## src/rtl/rdm_pkg.sv

```systemverilog
// Shared constants and types for the pipelined read master.
// Assumes a 32-bit data path made of four byte lanes.
package rdm_pkg;
    localparam int WORD_BYTES = 4;
    localparam int WORD_SHIFT = 2;
    typedef logic [8*WORD_BYTES-1:0] word_t;
endpackage

```

## src/rtl/rdm_fifo.sv

```systemverilog
// Synchronous word FIFO holding returned read data.
// Assumes the writer never pushes while full; the issue side guarantees this.
// A pop while empty is discarded. The head word is shown without a register stage.
module rdm_fifo
    import rdm_pkg::*;
#(
    parameter int DEPTH = 16,
    parameter int CNT_W = $clog2(DEPTH + 1)
) (
    input  logic             clk,
    input  logic             rst_n,
    input  logic             push,
    input  word_t            push_data,
    input  logic             pop,
    output word_t            head,
    output logic [CNT_W-1:0] fill
);
    localparam int PTR_W = (DEPTH > 1) ? $clog2(DEPTH) : 1;

    word_t            mem [DEPTH];
    logic [PTR_W-1:0] wr_ptr, rd_ptr, wr_nxt, rd_nxt;
    logic [CNT_W-1:0] fill_q;
    logic             do_pop;

    assign do_pop = pop && (fill_q != '0);

    // Pointer advance: natural wrap for power-of-two depths, compare otherwise.
    generate
        if (DEPTH > 1 && (DEPTH & (DEPTH - 1)) == 0) begin : g_pow2
            assign wr_nxt = wr_ptr + PTR_W'(1);
            assign rd_nxt = rd_ptr + PTR_W'(1);
        end else begin : g_wrap
            assign wr_nxt = (wr_ptr == PTR_W'(DEPTH - 1)) ? '0 : wr_ptr + PTR_W'(1);
            assign rd_nxt = (rd_ptr == PTR_W'(DEPTH - 1)) ? '0 : rd_ptr + PTR_W'(1);
        end
    endgenerate

    // Storage write on each pushed word.
    always_ff @(posedge clk) begin
        if (push) mem[wr_ptr] <= push_data;
    end

    // Pointer and occupancy bookkeeping.
    always_ff @(posedge clk) begin
        if (!rst_n) begin
            wr_ptr <= '0;
            rd_ptr <= '0;
            fill_q <= '0;
        end else begin
            if (push)   wr_ptr <= wr_nxt;
            if (do_pop) rd_ptr <= rd_nxt;
            if (push && !do_pop)      fill_q <= fill_q + CNT_W'(1);
            else if (!push && do_pop) fill_q <= fill_q - CNT_W'(1);
        end
    end

    assign head = mem[rd_ptr];
    assign fill = fill_q;
endmodule

```

## src/rtl/rdm_issue.sv

```systemverilog
// Request generator: holds the current address and the count of reads still to issue.
// Assumes start is only pulsed while idle. The request is raised only when room is
// granted, and room cannot fall while a request waits, so the request stays stable.
module rdm_issue
    import rdm_pkg::*;
#(
    parameter int ADDR_W = 32,
    parameter int LEN_W  = 32
) (
    input  logic              clk,
    input  logic              rst_n,
    input  logic              start,
    input  logic [ADDR_W-1:0] base,
    input  logic [LEN_W-1:0]  len_bytes,
    input  logic              fixed,
    input  logic              room,
    input  logic              accept,
    output logic [ADDR_W-1:0] addr,
    output logic              read_req,
    output logic              all_issued
);
    localparam int WL_W = LEN_W - WORD_SHIFT;

    logic [WL_W-1:0]   left_q;
    logic [ADDR_W-1:0] addr_q;
    logic              fixed_q;
    logic              unused_len_lsb;

    assign unused_len_lsb = ^len_bytes[WORD_SHIFT-1:0];

    // Load a new run on start, then step on every accepted request.
    always_ff @(posedge clk) begin
        if (!rst_n) begin
            left_q  <= '0;
            addr_q  <= '0;
            fixed_q <= 1'b0;
        end else if (start) begin
            left_q  <= len_bytes[LEN_W-1:WORD_SHIFT];
            addr_q  <= base;
            fixed_q <= fixed;
        end else if (accept) begin
            left_q <= left_q - WL_W'(1);
            if (!fixed_q) addr_q <= addr_q + ADDR_W'(WORD_BYTES);
        end
    end

    assign all_issued = (left_q == '0);
    assign read_req   = !all_issued && room;
    assign addr       = addr_q;
endmodule

```

## src/rtl/rdm_track.sv

```systemverilog
// Counts reads accepted by the bus whose data has not yet returned.
// Assumes the slave returns exactly one word per accepted read.
module rdm_track #(
    parameter int CNT_W = 5
) (
    input  logic             clk,
    input  logic             rst_n,
    input  logic             issued,
    input  logic             returned,
    output logic [CNT_W-1:0] pend
);
    logic [CNT_W-1:0] pend_q;

    // Up on issue, down on return, unchanged when both or neither occur.
    always_ff @(posedge clk) begin
        if (!rst_n) begin
            pend_q <= '0;
        end else begin
            case ({issued, returned})
                2'b10:   pend_q <= pend_q + CNT_W'(1);
                2'b01:   pend_q <= pend_q - CNT_W'(1);
                default: pend_q <= pend_q;
            endcase
        end
    end

    assign pend = pend_q;
endmodule

```

## src/rtl/pipe_read_master.sv

```systemverilog
// Pipelined memory read master top level.
// Issues length/4 single-word reads, keeps several in flight, and stores returned
// words in a local FIFO. Admission rule: free FIFO space must exceed the reads
// outstanding. Assumes aligned start addresses and a slave with in-order returns.
module pipe_read_master
    import rdm_pkg::*;
#(
    parameter int ADDR_W     = 32,
    parameter int LEN_W      = 32,
    parameter int FIFO_DEPTH = 16
) (
    input  logic              clk,
    input  logic              rst_n,
    input  logic [ADDR_W-1:0] xfer_addr,
    input  logic [LEN_W-1:0]  xfer_bytes,
    input  logic              xfer_fixed,
    input  logic              xfer_start,
    output logic              issue_done,
    output logic              xfer_done,
    output logic [31:0]       user_word,
    output logic              user_valid,
    input  logic              user_pop,
    output logic [ADDR_W-1:0] bus_addr,
    output logic              bus_read,
    input  logic              bus_wait,
    input  logic [31:0]       bus_rdata,
    input  logic              bus_rvalid
);
    localparam int CNT_W = $clog2(FIFO_DEPTH + 1);

    logic [CNT_W-1:0] fifo_fill;
    logic [CNT_W-1:0] pend_cnt;
    logic [CNT_W-1:0] free_cnt;
    logic             room;
    logic             accept;
    logic             start_ok;
    logic             all_issued;
    logic             read_req;

    assign free_cnt = CNT_W'(FIFO_DEPTH) - fifo_fill;
    assign room     = free_cnt > pend_cnt;
    assign accept   = read_req && !bus_wait;
    assign start_ok = xfer_start && xfer_done
                      && (xfer_bytes[LEN_W-1:WORD_SHIFT] != '0);

    rdm_issue #(
        .ADDR_W (ADDR_W),
        .LEN_W  (LEN_W)
    ) u_issue (
        .clk        (clk),
        .rst_n      (rst_n),
        .start      (start_ok),
        .base       (xfer_addr),
        .len_bytes  (xfer_bytes),
        .fixed      (xfer_fixed),
        .room       (room),
        .accept     (accept),
        .addr       (bus_addr),
        .read_req   (read_req),
        .all_issued (all_issued)
    );

    rdm_track #(
        .CNT_W (CNT_W)
    ) u_track (
        .clk      (clk),
        .rst_n    (rst_n),
        .issued   (accept),
        .returned (bus_rvalid),
        .pend     (pend_cnt)
    );

    rdm_fifo #(
        .DEPTH (FIFO_DEPTH),
        .CNT_W (CNT_W)
    ) u_fifo (
        .clk       (clk),
        .rst_n     (rst_n),
        .push      (bus_rvalid),
        .push_data (bus_rdata),
        .pop       (user_pop),
        .head      (user_word),
        .fill      (fifo_fill)
    );

    assign bus_read   = read_req;
    assign issue_done = all_issued;
    assign xfer_done  = all_issued && (pend_cnt == '0);
    assign user_valid = (fifo_fill != '0);
endmodule

```

## config.mk

```make
export PLATFORM = sky130hd
export DESIGN_NAME = pipe_read_master
export DESIGN_NICKNAME = d
export VERILOG_FILES = /design/src/rtl/rdm_pkg.sv /design/src/rtl/rdm_fifo.sv /design/src/rtl/rdm_issue.sv /design/src/rtl/rdm_track.sv /design/src/rtl/pipe_read_master.sv
export SDC_FILE = /design/constraint.sdc
export NUM_CORES = 1
export LEC_CHECK = 0
export BUFFER_PORTS_ARGS = -buffer_cell sky130_fd_sc_hd__buf_2
export CAP_MARGIN = 25
export CORE_MARGIN = 4
export CORE_UTILIZATION = 25
export CTS_BUF_LIST = sky130_fd_sc_hd__clkbuf_8
export DETAILED_ROUTE_END_ITERATION = 8
export HOLD_SLACK_MARGIN = 0.05
export PLACE_DENSITY = 0.38
export SLEW_MARGIN = 20
export SYNTH_ARGS = -nofsm -noshare
export SYNTH_HDL_FRONTEND = slang
export SYNTH_SLANG_ARGS = --single-unit
```

## constraint.sdc

```tcl
create_clock -name clk -period 4.8 [get_ports clk]
set_input_delay 0.48 -clock clk [delete_from_list [all_inputs] [get_ports clk]]
set_output_delay 0.48 -clock clk [all_outputs]
set_load 0.02 [all_outputs]
```

* Yosys cells after proc, flatten, opt, wreduce, memory -nomap -nowiden *
Memories as Yosys holds them, arrays and structs flattened. A register that Yosys moved wholly into a read port is not among the register bits.
Index checks and enable logic that the tools add are counted.

word-level totals
  memory bits (writable) = 512
  bits in latches = 0
  flip-flop bits (word level) = 81
  bits in read-only memories = 0
  memories = 1

operators by class
  shift operators = 0
  eq/ne operators = 3
  multipliers = 0
  divide/modulo/power cells = 0
  muxes and demuxes = 12
  $add $sub $neg = 9
  bitwise operators = 0
  reductions and logical operators = 20
  magnitude comparators = 1

memory list
  memory      depth  bits a word  read ports  clocked after Yosys merged registers in  write ports  RTL line        source
  u_fifo.mem  16     32           1           1                                        1            rdm_fifo.sv:20  word_t mem [DEPTH];

operators with widths
  operator                                             count
  two-way mux 32 bit                                   3
  two-way mux 30 bit                                   2
  adder 32 x 3 -> 32 bit (second input constant)       1
  logical NOT 30 bit                                   1
  nonzero test 30 bit                                  1
  subtractor 30 x 1 -> 30 bit (second input constant)  1
  adder 5 x 1 -> 5 bit (second input constant)         2
  two-way mux 5 bit                                    2
  one-hot mux 5 bit (2 select lines)                   1
  subtractor 5 x 1 -> 5 bit (second input constant)    2
  adder 4 x 1 -> 4 bit (second input constant)         2
  logical AND 1 bit                                    8
  two-way mux 4 bit                                    2
  nonzero test 2 bit                                   3
  > comparator 5 bit                                   1
  logical NOT 5 bit                                    1
  nonzero test 5 bit                                   1
  subtractor 5 bit (first input constant)              1
  logical NOT 1 bit                                    4
  == test 2 x 1 -> 1 bit (second input constant)       1
  == test 2 bit (second input constant)                1
  two-way mux 1 bit                                    2
  != test 2 bit (second input constant)                1
  AND reduction 2 bit                                  1

* Logic depth before layout (Yosys ltp) *
Gate-level depths: netlist of run 1.

  depth in word-level cells = 6
  depth in mapped cells = 21
  gate-level depth less buffers = 19

* Cells and area by module *
Synthesis of run 1 repeated with hierarchy kept, for this count alone.

unflattened totals
  cell total of the unflattened synthesis = 1411
  area, all modules = 24352.1 um2

modules (own cells, without submodules)
  module            area an instance (um2)  instances  cells an instance
  rdm_fifo          20038.0                 1          883
  rdm_issue         3621.0                  1          443
  rdm_track         394.1                   1          44
  pipe_read_master  299.0                   1          41

* Least setup slack after synthesis of run 1 *
Ideal clock, no wire load.

  path type = reg-to-reg
  start point = reg u_fifo.fill_q[0], in the netlist u_fifo.fill[0]
  end point = reg u_track.pend_q[4], in the netlist u_track.pend[4]
  path buffers = 2
  data arrival time = 4.071 ns
  slack = 0.658 ns
  clock period less this slack = 4.142 ns
  required time = 4.729 ns
  cell stages (with the launch flop) = 21
  cell sequence = dfxtp_1 inv_1 ha_1 nor3b_1 ha_1 inv_1 ha_1 and3_1 and3_1 a21o_1 nor3_2 inv_2 buf_6 buf_4 ha_1 fa_1 a21o_1 a21oi_1 xor2_1 or3_1 a21oi_1

on the way
  longest elaborated chain between the ends = 6

ends and longest elaborated chain
  item                                                                             RTL line                source
  start: declaration                                                               rdm_fifo.sv:22          logic [CNT_W-1:0] fill_q;
  start signal: assignment                                                         rdm_fifo.sv:52          if (push && !do_pop) fill_q <= fill_q + CNT_W'(1);
  start signal: assignment                                                         rdm_fifo.sv:53          else if (!push && do_pop) fill_q <= fill_q - CNT_W'(1);
  subtractor 5 bit *                                                               pipe_read_master.sv:40  assign free_cnt = CNT_W'(FIFO_DEPTH) - fifo_fill;
  > comparator 5 bit *                                                             pipe_read_master.sv:41  assign room = free_cnt > pend_cnt;
  logical AND 1 bit *                                                              rdm_issue.sv:48         assign read_req = !all_issued && room;
  logical AND 1 bit *                                                              pipe_read_master.sv:42  assign accept = read_req && !bus_wait;
  == test 2 x 1 -> 1 bit / == test 2 bit (equally long branches)                   rdm_track.sv:19         case ({issued, returned})
  one-hot mux 5 bit (2 select lines) / nonzero test 2 bit (equally long branches)  -
  end signal: assignment                                                           rdm_track.sv:20         2'b10: pend_q <= pend_q + CNT_W'(1);
  end signal: assignment                                                           rdm_track.sv:21         2'b01: pend_q <= pend_q - CNT_W'(1);
  end signal: assignment                                                           rdm_track.sv:22         default: pend_q <= pend_q;
  end: declaration                                                                 rdm_track.sv:12         logic [CNT_W-1:0] pend_q;

Every way passes the cells marked *; elsewhere a longest branch is shown, timed or not.
A chain may end at the register's enable or synchronous reset.

* Worst setup path in the final report of run 1 *
Ends and elaborated chain as after synthesis.

==> run summary, run 1 <==
Status: finished, final reports clean
Largest net degree at the start of global routing: 49
Antenna Nets Post-Route: 0
GR Util All Layers: 12.97%
Total Wirelength: 65600 microns
Post-CTS resize count: 0
Met3 GRT Util: 2.811%
Total Power: 15.11 mW
Clock slew at reported path FFs: 0.06 ns
Fin crit share: 83.35%
Post-synthesis sequential area ratio: 71.09%
Async set-or-reset flop fraction in the synthesized netlist: 0%
Relative slew slack: 32.74%
MaxCap Viol Count: 0
Top post-synthesis cells by area: edfxtp_1, mux4_2, dfxtp_1
DP Wirelength: 39130 microns
Avg Cell Area, Syn: 18.28 sq um
Worst clock skew: 0.04573 ns
Worst setup path class: flop to flop
RSZ-0062 raised after global routing: no
Hold WS: 0.1402 ns
Initial antenna violation count: 5
CTS tree: yes
WP data required: 5.46 ns
DRC viols: 0
Ports: 171
Flop and latch count out of synthesis: 597
Power Density: 514.3 mW/mm^2
Nets: 1777
Layout overhead on the synthesized area: 22.31%
Initial core utilization: 25.25%
Cells after Synth: 1314
Die ar.: 0.1011 sq mm
First-pass GRT wire length: 97790 microns
Worst Reg2Reg Path Length in Cells: 18
Synth top area share: 64.00%
Die height: 318.0 microns
Post-synth EDFFs: 512
Port bufs: 168
Setup violations, final: 0
Routed length per instance: 21.80 microns
Top_reg_cell synth: edfxtp_1
Hold-fix buffer count after cts: 88
Synth Warn #: 0
Standard-cell row count: 113
CTS Buffer Depth: 3
Sum Neg Setup Slack: 0 ns
Vias: 13270
Leak: 9.637 nW
Yosys cell types: 63
GR Layer Usage met2: 22.32%
Final Max Tran Viols: 0
Fmax: 0.2500 GHz
Vias per cell: 4.411
Least-Margin Pin Slew: 1.009 ns
TritonRoute pass-1 iters: 5
Mapped Area: 0.02402 sq mm
Count leader, synth: edfxtp_1
Fill cells: 9390
Startpoint Class: flop
Fin worst setup slack: 0.7994 ns
Final min period: 4.001 ns
Synth area leader: edfxtp_1
Vias in the first global route: 14730
Hold path cells: 1
VDD IR max: 0.2618 mV
Final Hold Fails: 0
Commonest cells post-synth: edfxtp_1, mux4_2, dfxtp_1
Max FO, Critical Path: 5
Layout cell share with drive strength beyond 1: 30.53%
Pre-CTS setup slack: 0.7967 ns
Post-Syn Nets: 1441
Root buf cell: clkbuf_8
GRT overflow: 0
Num CTS Buffers: 105
Post-CTS Setup Repair Bufs: 0
CP endpoint kind: flop
Hold Path Class: input port to flop
Clock Sinks: 597
Placer Congestion: 0.7529
Starting DRT DRC Count: 799
Core Area: 0.09515 sq mm
Clock Latency Late Sink: 0.76 ns
Met1 Resource Use GR: 16.34%
CTS H-Tree Depth: 3
DIE WIDTH: 318.0 microns
Global routing's busiest layer: met2
Reg2Reg Setup Slack: 0.80 ns
Crit path DAT: 4.66 ns
==> final cells by class <==
type	count	area, sq um	area share, %
diodes	5	12.51	0.04258
clock buffers	108	1486	5.059
clock inverters	88	476.7	1.622
inverters	28	105.1	0.3577
multi-input cells	628	6570	22.36
flip-flops and latches	597	17090	58.16
well taps	1265	1583	5.387
repair buffers	290	2059	7.009
==> path summary, 6_finish.rpt <==
check,endpoint,start
worst min-delay path,u_fifo.mem[0][25]$_DFFE_PP_,bus_rdata[25]
worst min register to register,u_issue.addr[1]$_SDFFE_PN0P_,u_issue.addr[1]$_SDFFE_PN0P_
worst max register to register,u_track.pend[4]$_SDFFE_PN0P_,u_fifo.fill[0]$_SDFFE_PN0P_
worst max-delay path,u_track.pend[4]$_SDFFE_PN0P_,u_fifo.fill[0]$_SDFFE_PN0P_
==> cells by family (layout without fill, tap and decap cells) <==
family	Yosys count	after routing	synth area share, %
flip-flops	597	597	71.09
other	0	5	0
AND/OR/NAND/NOR	246	246	5.422
AO/OA/AOI/OAI	140	140	3.391
adder cells (fa/ha/maj)	24	24	1.313
multiplexers	165	165	15.21
buffers and inverters	89	514	1.646
XOR/XNOR	53	53	1.932
==> per-stage QoR <==
step | util, % | instances | cell area [sq um]
floorplan | - | 1314 | 24020
global placement | 27.81 | 2717 | 26460
detailed placement | 27.88 | 2720 | 26530
CTS | 30.87 | 3004 | 29370
global route | 30.87 | 3007 | 29380
finish | 30.88 | 3009 | 29380
==> layout by cell type, fill, tap and decap left out, types with 9 or more instances in the layout <==
cell           synthesis  final
and3_1                 9      9
nand3_1               11     11
clkbuf_8               0    108
nand2_1               46     46
clkinv_1               0     28
nand4_1               12     12
o21ai_0               51     51
xnor2_1               35     35
inv_1                 27     63
xor2_1                18     18
clkinv_2               0     14
buf_2                  4    168
nor2_1                64     64
dfxtp_1               85     81
ha_1                  22     22
a21oi_1               55     55
and2_2                 0     16
mux4_2               160    160
dlygate4sd3_1          0     88
buf_4                  4     28
nor3_1                28     28
nor4_1                24     24
edfxtp_1             512    512
==> critical path, stage by stage, from the launching register on <==
cell	delay (ns)
dfxtp_1	0.45
inv_1	0.10
ha_1	0.23
nor3b_1	0.14
ha_1	0.28
inv_1	0.04
ha_1	0.28
and3_1	0.18
and3_1	0.21
a21o_1	0.19
nor3_2	0.21
inv_2	0.06
ha_1	0.26
fa_1	0.42
a21o_1	0.17
a21oi_1	0.17
xor2_1	0.09
or3_1	0.31
a21oi_1	0.14
==> flip-flops by register name (all words and copies together) (netlist names), named ones only <==
| register | count |
|---|---|
| u_fifo.rd_ptr | 4 |
| u_fifo.mem | 512 |
| u_track.pend | 5 |
| u_fifo.wr_ptr | 4 |
| u_fifo.fill | 5 |
| u_issue.addr | 32 |
| u_issue.left_q | 30 |
| u_issue.fixed_q | 1 |
==> routing by layer <==
layer / share of wire, % / up-vias
li1: - / 6025
met1: 43 / 6838
met2: 50 / 313
met3: 4.3 / 96
met4: 2.0 / 2
met5: 0.011 / -
==> report_power, final <==
| group | leakage (nW) | internal (mW) | switching [mW] |
|---|---|---|---|
| combinational | 3.17 | 2.01 | 2.46 |
| sequential | 5.32 | 5.89 | 0.345 |
| clock | 1.15 | 2.23 | 2.18 |
| total | 9.64 | 10.1 | 4.98 |
(Power assumes the default switching activity.)
==> run 2, diff against run 1 <==
--- a/config.mk
+++ b/config.mk
@@ -5,6 +5,7 @@
 export SDC_FILE = /design/constraint.sdc
 export NUM_CORES = 1
 export LEC_CHECK = 0
+export ABC_AREA = 1
 export BUFFER_PORTS_ARGS = -buffer_cell sky130_fd_sc_hd__buf_2
 export CAP_MARGIN = 25
 export CORE_MARGIN = 4
==> constraint.sdc (replaced) <==
create_clock -name clk -period 3.7 [get_ports clk]
set_input_delay 0.37 -clock clk [delete_from_list [all_inputs] [get_ports clk]]
set_output_delay 0.37 -clock clk [all_outputs]
set_load 0.02 [all_outputs]
==> run summary, run 2 <==
CP endpoint kind: flop (unchanged)
Vias per cell: 4.492 (was 4.411)
Commonest cells post-synth: edfxtp_1, nand2_1, inv_1 (was edfxtp_1, mux4_2, dfxtp_1)
Clock slew at reported path FFs: 0.06 ns (about the same)
Flop pwr share: 37.4% (was 41.3%)
Largest register FFs: 512 (unchanged)
Synth area leader: edfxtp_1 (unchanged)
Die height: 333.2 microns (was 318.0 microns)
Starting DRT DRC Count: 1168 (was 799)
Largest net degree at the start of global routing: 109 (was 49)
TritonRoute pass-1 iters: 5 (unchanged)
Post-Syn Nets: 2489 (was 1441)
RSZ-0062 raised after global routing: no (unchanged)
GRT overflow: 0 (unchanged)
Async set-or-reset flop fraction in the synthesized netlist: 0% (unchanged)
Least-Margin Pin Slew: 1.091 ns (was 1.009 ns)
Fill cells: 10870 (was 9390)
Routed length per instance: 19.40 microns (was 21.80 microns)
Gate power share: 35.8% (was 29.6%)
Synth Warn #: 0 (unchanged)
Total Power: 21.57 mW (was 15.11 mW)
Ports: 171 (unchanged)
Post-synth EDFFs: 512 (unchanged)
Status: finished, final reports clean (unchanged)
Top post-synthesis cells by area: edfxtp_1, dfxtp_1, mux2i_1 (was edfxtp_1, mux4_2, dfxtp_1)
Die ar.: 0.1110 sq mm (was 0.1011 sq mm)
Layout cell share with drive strength beyond 1: 14.38% (was 30.53%)
Largest family of logic cells by synthesized area: simple AND/OR/NAND/NOR gates (was multiplexers)
Core Area: 0.1051 sq mm (was 0.09515 sq mm)
Xor-xnor portion of the synthesized cell area: 1.524% (was 1.932%)
Switching Power: 8.303 mW (was 4.984 mW)
Clock Latency Late Sink: 0.73 ns (was 0.76 ns)
First-pass GRT wire length: 119500 microns (was 97790 microns)
Clock group share of total power: 26.8% (was 29.2%)
Avg Cell Area, Syn: 11.19 sq um (was 18.28 sq um)
Clock Sinks: 597 (unchanged)
Crit path DAT: 3.92 ns (was 4.66 ns)
VDD IR max: 0.3189 mV (was 0.2618 mV)
Power Density: 674.2 mW/mm^2 (was 514.3 mW/mm^2)
Vias: 18560 (was 13270)
Layout overhead on the synthesized area: 21.02% (was 22.31%)
GR Layer Usage met2: 23.97% (was 22.32%)
DIE WIDTH: 333.2 microns (was 318.0 microns)
CP max stage cell: fa_1 (was dfxtp_1)
Vias in the first global route: 18760 (was 14730)
Nets: 2782 (was 1777)
Most frequent cells in the layout: edfxtp_1, nand2_1, inv_1, nor2_1, buf_2 (was edfxtp_1, buf_2, mux4_2, clkbuf_8, dlygate4sd3_1)
Met1 Resource Use GR: 18.30% (was 16.34%)
GR Util All Layers: 14.13% (was 12.97%)
Initial core utilization: 25.15% (was 25.25%)
Placer Congestion: 0.8247 (was 0.7529)
Largest Register: u_fifo.mem (unchanged)
Complex-gate fraction of the synthesized area: 10.57% (was 3.391%)
Synth top area share: 58.15% (was 64.00%)
Internal power: 13.27 mW (was 10.13 mW)
Final min period: 3.330 ns (was 4.001 ns)
DP Wirelength: 44890 microns (was 39130 microns)
Global routing's busiest layer: met2 (unchanged)
Standard-cell row count: 119 (was 113)
Max FO, Critical Path: 6 (was 5)
Final Hold Fails: 0 (unchanged)
MaxCap Viol Count: 0 (unchanged)
Setup violations, final: 0 (unchanged)
Post-synthesis adder-cell area fraction: 1.192% (was 1.313%)
WP data required: 4.29 ns (was 5.46 ns)
Sum Neg Setup Slack: 0 ns (unchanged)
Final Max Tran Viols: 0 (unchanged)
Yosys cell types: 41 (was 63)
Mux contribution to synthesized area: 4.846% (was 15.21%)
Relative slew slack: 27.28% (was 32.74%)
Total Wirelength: 80160 microns (was 65600 microns)
Initial antenna violation count: 3 (was 5)
Count leader, synth: edfxtp_1 (unchanged)
Worst setup path class: flop to flop (unchanged)
Most common cell after layout, fill and taps aside: edfxtp_1 (unchanged)
Area share of and/or/nand/nor cells after synthesis: 11.96% (was 5.422%)
Cells after Synth: 2362 (was 1314)
Leak: 12.04 nW (was 9.637 nW)
Port bufs: 168 (unchanged)
Top_reg_cell synth: edfxtp_1 (unchanged)
Worst clock skew: 0.03490 ns (was 0.04573 ns)
Met3 GRT Util: 2.714% (was 2.811%)
Fmax: 0.3003 GHz (was 0.2500 GHz)
Reg2Reg Setup Slack: 0.37 ns (was 0.80 ns)
CTS Buffer Depth: 3 (unchanged)
Hold Path Class: input port to flop (unchanged)
Critical-path cell list: inv_1 > ha_1 > nand2_1 > nor2_1 > ha_1 > inv_1 > ha_1 > nand2_1 > nor3_1 > nor2_1 > nor2_2 > nand3_2 > ha_2 > fa_1 > nand3_1 > nand2_1 > a21oi_1 > o21ai_0 > o21ai_0 > a21oi_1 (was inv_1 > ha_1 > nor3b_1 > ha_1 > inv_1 > ha_1 > and3_1 > and3_1 > a21o_1 > nor3_2 > inv_2 > ha_1 > fa_1 > a21o_1 > a21oi_1 > xor2_1 > or3_1 > a21oi_1)
DRC viols: 0 (unchanged)
Flop and latch count out of synthesis: 597 (unchanged)
Fin crit share: 90.00% (was 83.35%)
Mapped Area: 0.02644 sq mm (was 0.02402 sq mm)
Startpoint Class: flop (unchanged)
CTS tree: yes (unchanged)
CP max stage delay: 0.42 ns (was 0.45 ns)
Root buf cell: clkbuf_8 (unchanged)
Num CTS Buffers: 109 (was 105)
Antenna Nets Post-Route: 0 (unchanged)
Sw frac: 38.49% (was 32.99%)
Post-synthesis sequential area ratio: 64.58% (was 71.09%)
CTS H-Tree Depth: 3 (unchanged)
## run 2: worst max-delay path, delay by kind of cell (launching register included)
kind | cells | cell delay (ns)
buffers and inverters | 2 | 0.14
adders and majority gates | 5 | 1.41
DFF | 1 | 0.38
AOI/OAI and AO/OA | 4 | 0.45
and+or+nand+nor | 9 | 0.85
## run 2: what timing repair did
| item | 4_1_cts | 5_1_grt |
|---|---|---|
| pin swaps | 0 | 1 |
| buffers inserted | 0 | 1 |
| hold buffers | 97 | 0 |
| resized for setup | 1 | 2 |
| endpoints found under the setup margin | 2 | 23 |
| endpoints found under the hold margin | 579 | 0 |
## run 2: path summary, 6_finish.rpt
check                                startpoint                      endpoint  cells after the start
setup / recovery    u_fifo.fill[1]$_SDFFE_PN0P_  u_track.pend[4]$_SDFFE_PN0P_                     20
hold / removal                            rst_n  u_issue.addr[2]$_SDFFE_PN0N_                      4
setup reg to reg    u_fifo.fill[1]$_SDFFE_PN0P_  u_track.pend[4]$_SDFFE_PN0P_                     20
hold reg to reg   u_fifo.rd_ptr[2]$_SDFFE_PN0P_                          flop                      2
## run 2: logic make-up after synthesis
logic type               Yosys count
buffers and inverters            354
flip-flops                       597
multiplexers                     128
AND/OR/NAND/NOR                  736
XOR/XNOR                          46
AO/OA/AOI/OAI                    477
adder cells (fa/ha/maj)           24
## run 2: metal layers
metal	up-vias	wire length (microns)	share of wire, %
li1	8942	-	-
met1	9079	36090	45
met2	400	38560	48
met3	143	3387	4.2
met4	0	2128	2.7
met5	-	0	0
## run 2: power by group through the flow
stage	Clock, mW	Combinational [mW]	Sequential [mW]
finish	5.79	7.72	8.07
global route	6.35	8.74	8.12
CTS	6.06	7.80	8.07
detailed placement	0	7.69	8.21
floorplan	0	5.54	8.15
global placement	0	7.63	8.20
## run 2: through the flow
stage / worst slack [ns] / hold WS (ns) / instances / cell area, sq um / utilization (%)
after floorplan: 0.3457 / 0.4502 / 2362 / 26440 / -
after global placement: 0.06045 / 0.4686 / 3837 / 29020 / 27.60
after detailed placement: 0.008699 / 0.4775 / 3837 / 29020 / 27.60
after CTS: 0.2332 / 0.1595 / 4129 / 31980 / 30.42
after global routing: 0.03056 / 0.1873 / 4132 / 32000 / 30.44
final: 0.3698 / 0.2447 / 4133 / 32000 / 30.44
## run 2: cell type report
class / count / area, sq um / share of cell area (%)
Sequential cell: 597 / 17090 / 53.40
Timing Repair Buffer: 312 / 2240 / 6.999
Tap cell: 1391 / 1740 / 5.439
Inverter: 224 / 847.1 / 2.647
Clock inverter: 79 / 389.1 / 1.216
Multi-Input combinational cell: 1411 / 8090 / 25.28
Antenna cell: 3 / 7.507 / 0.02346
Clock buffer: 116 / 1597 / 4.989
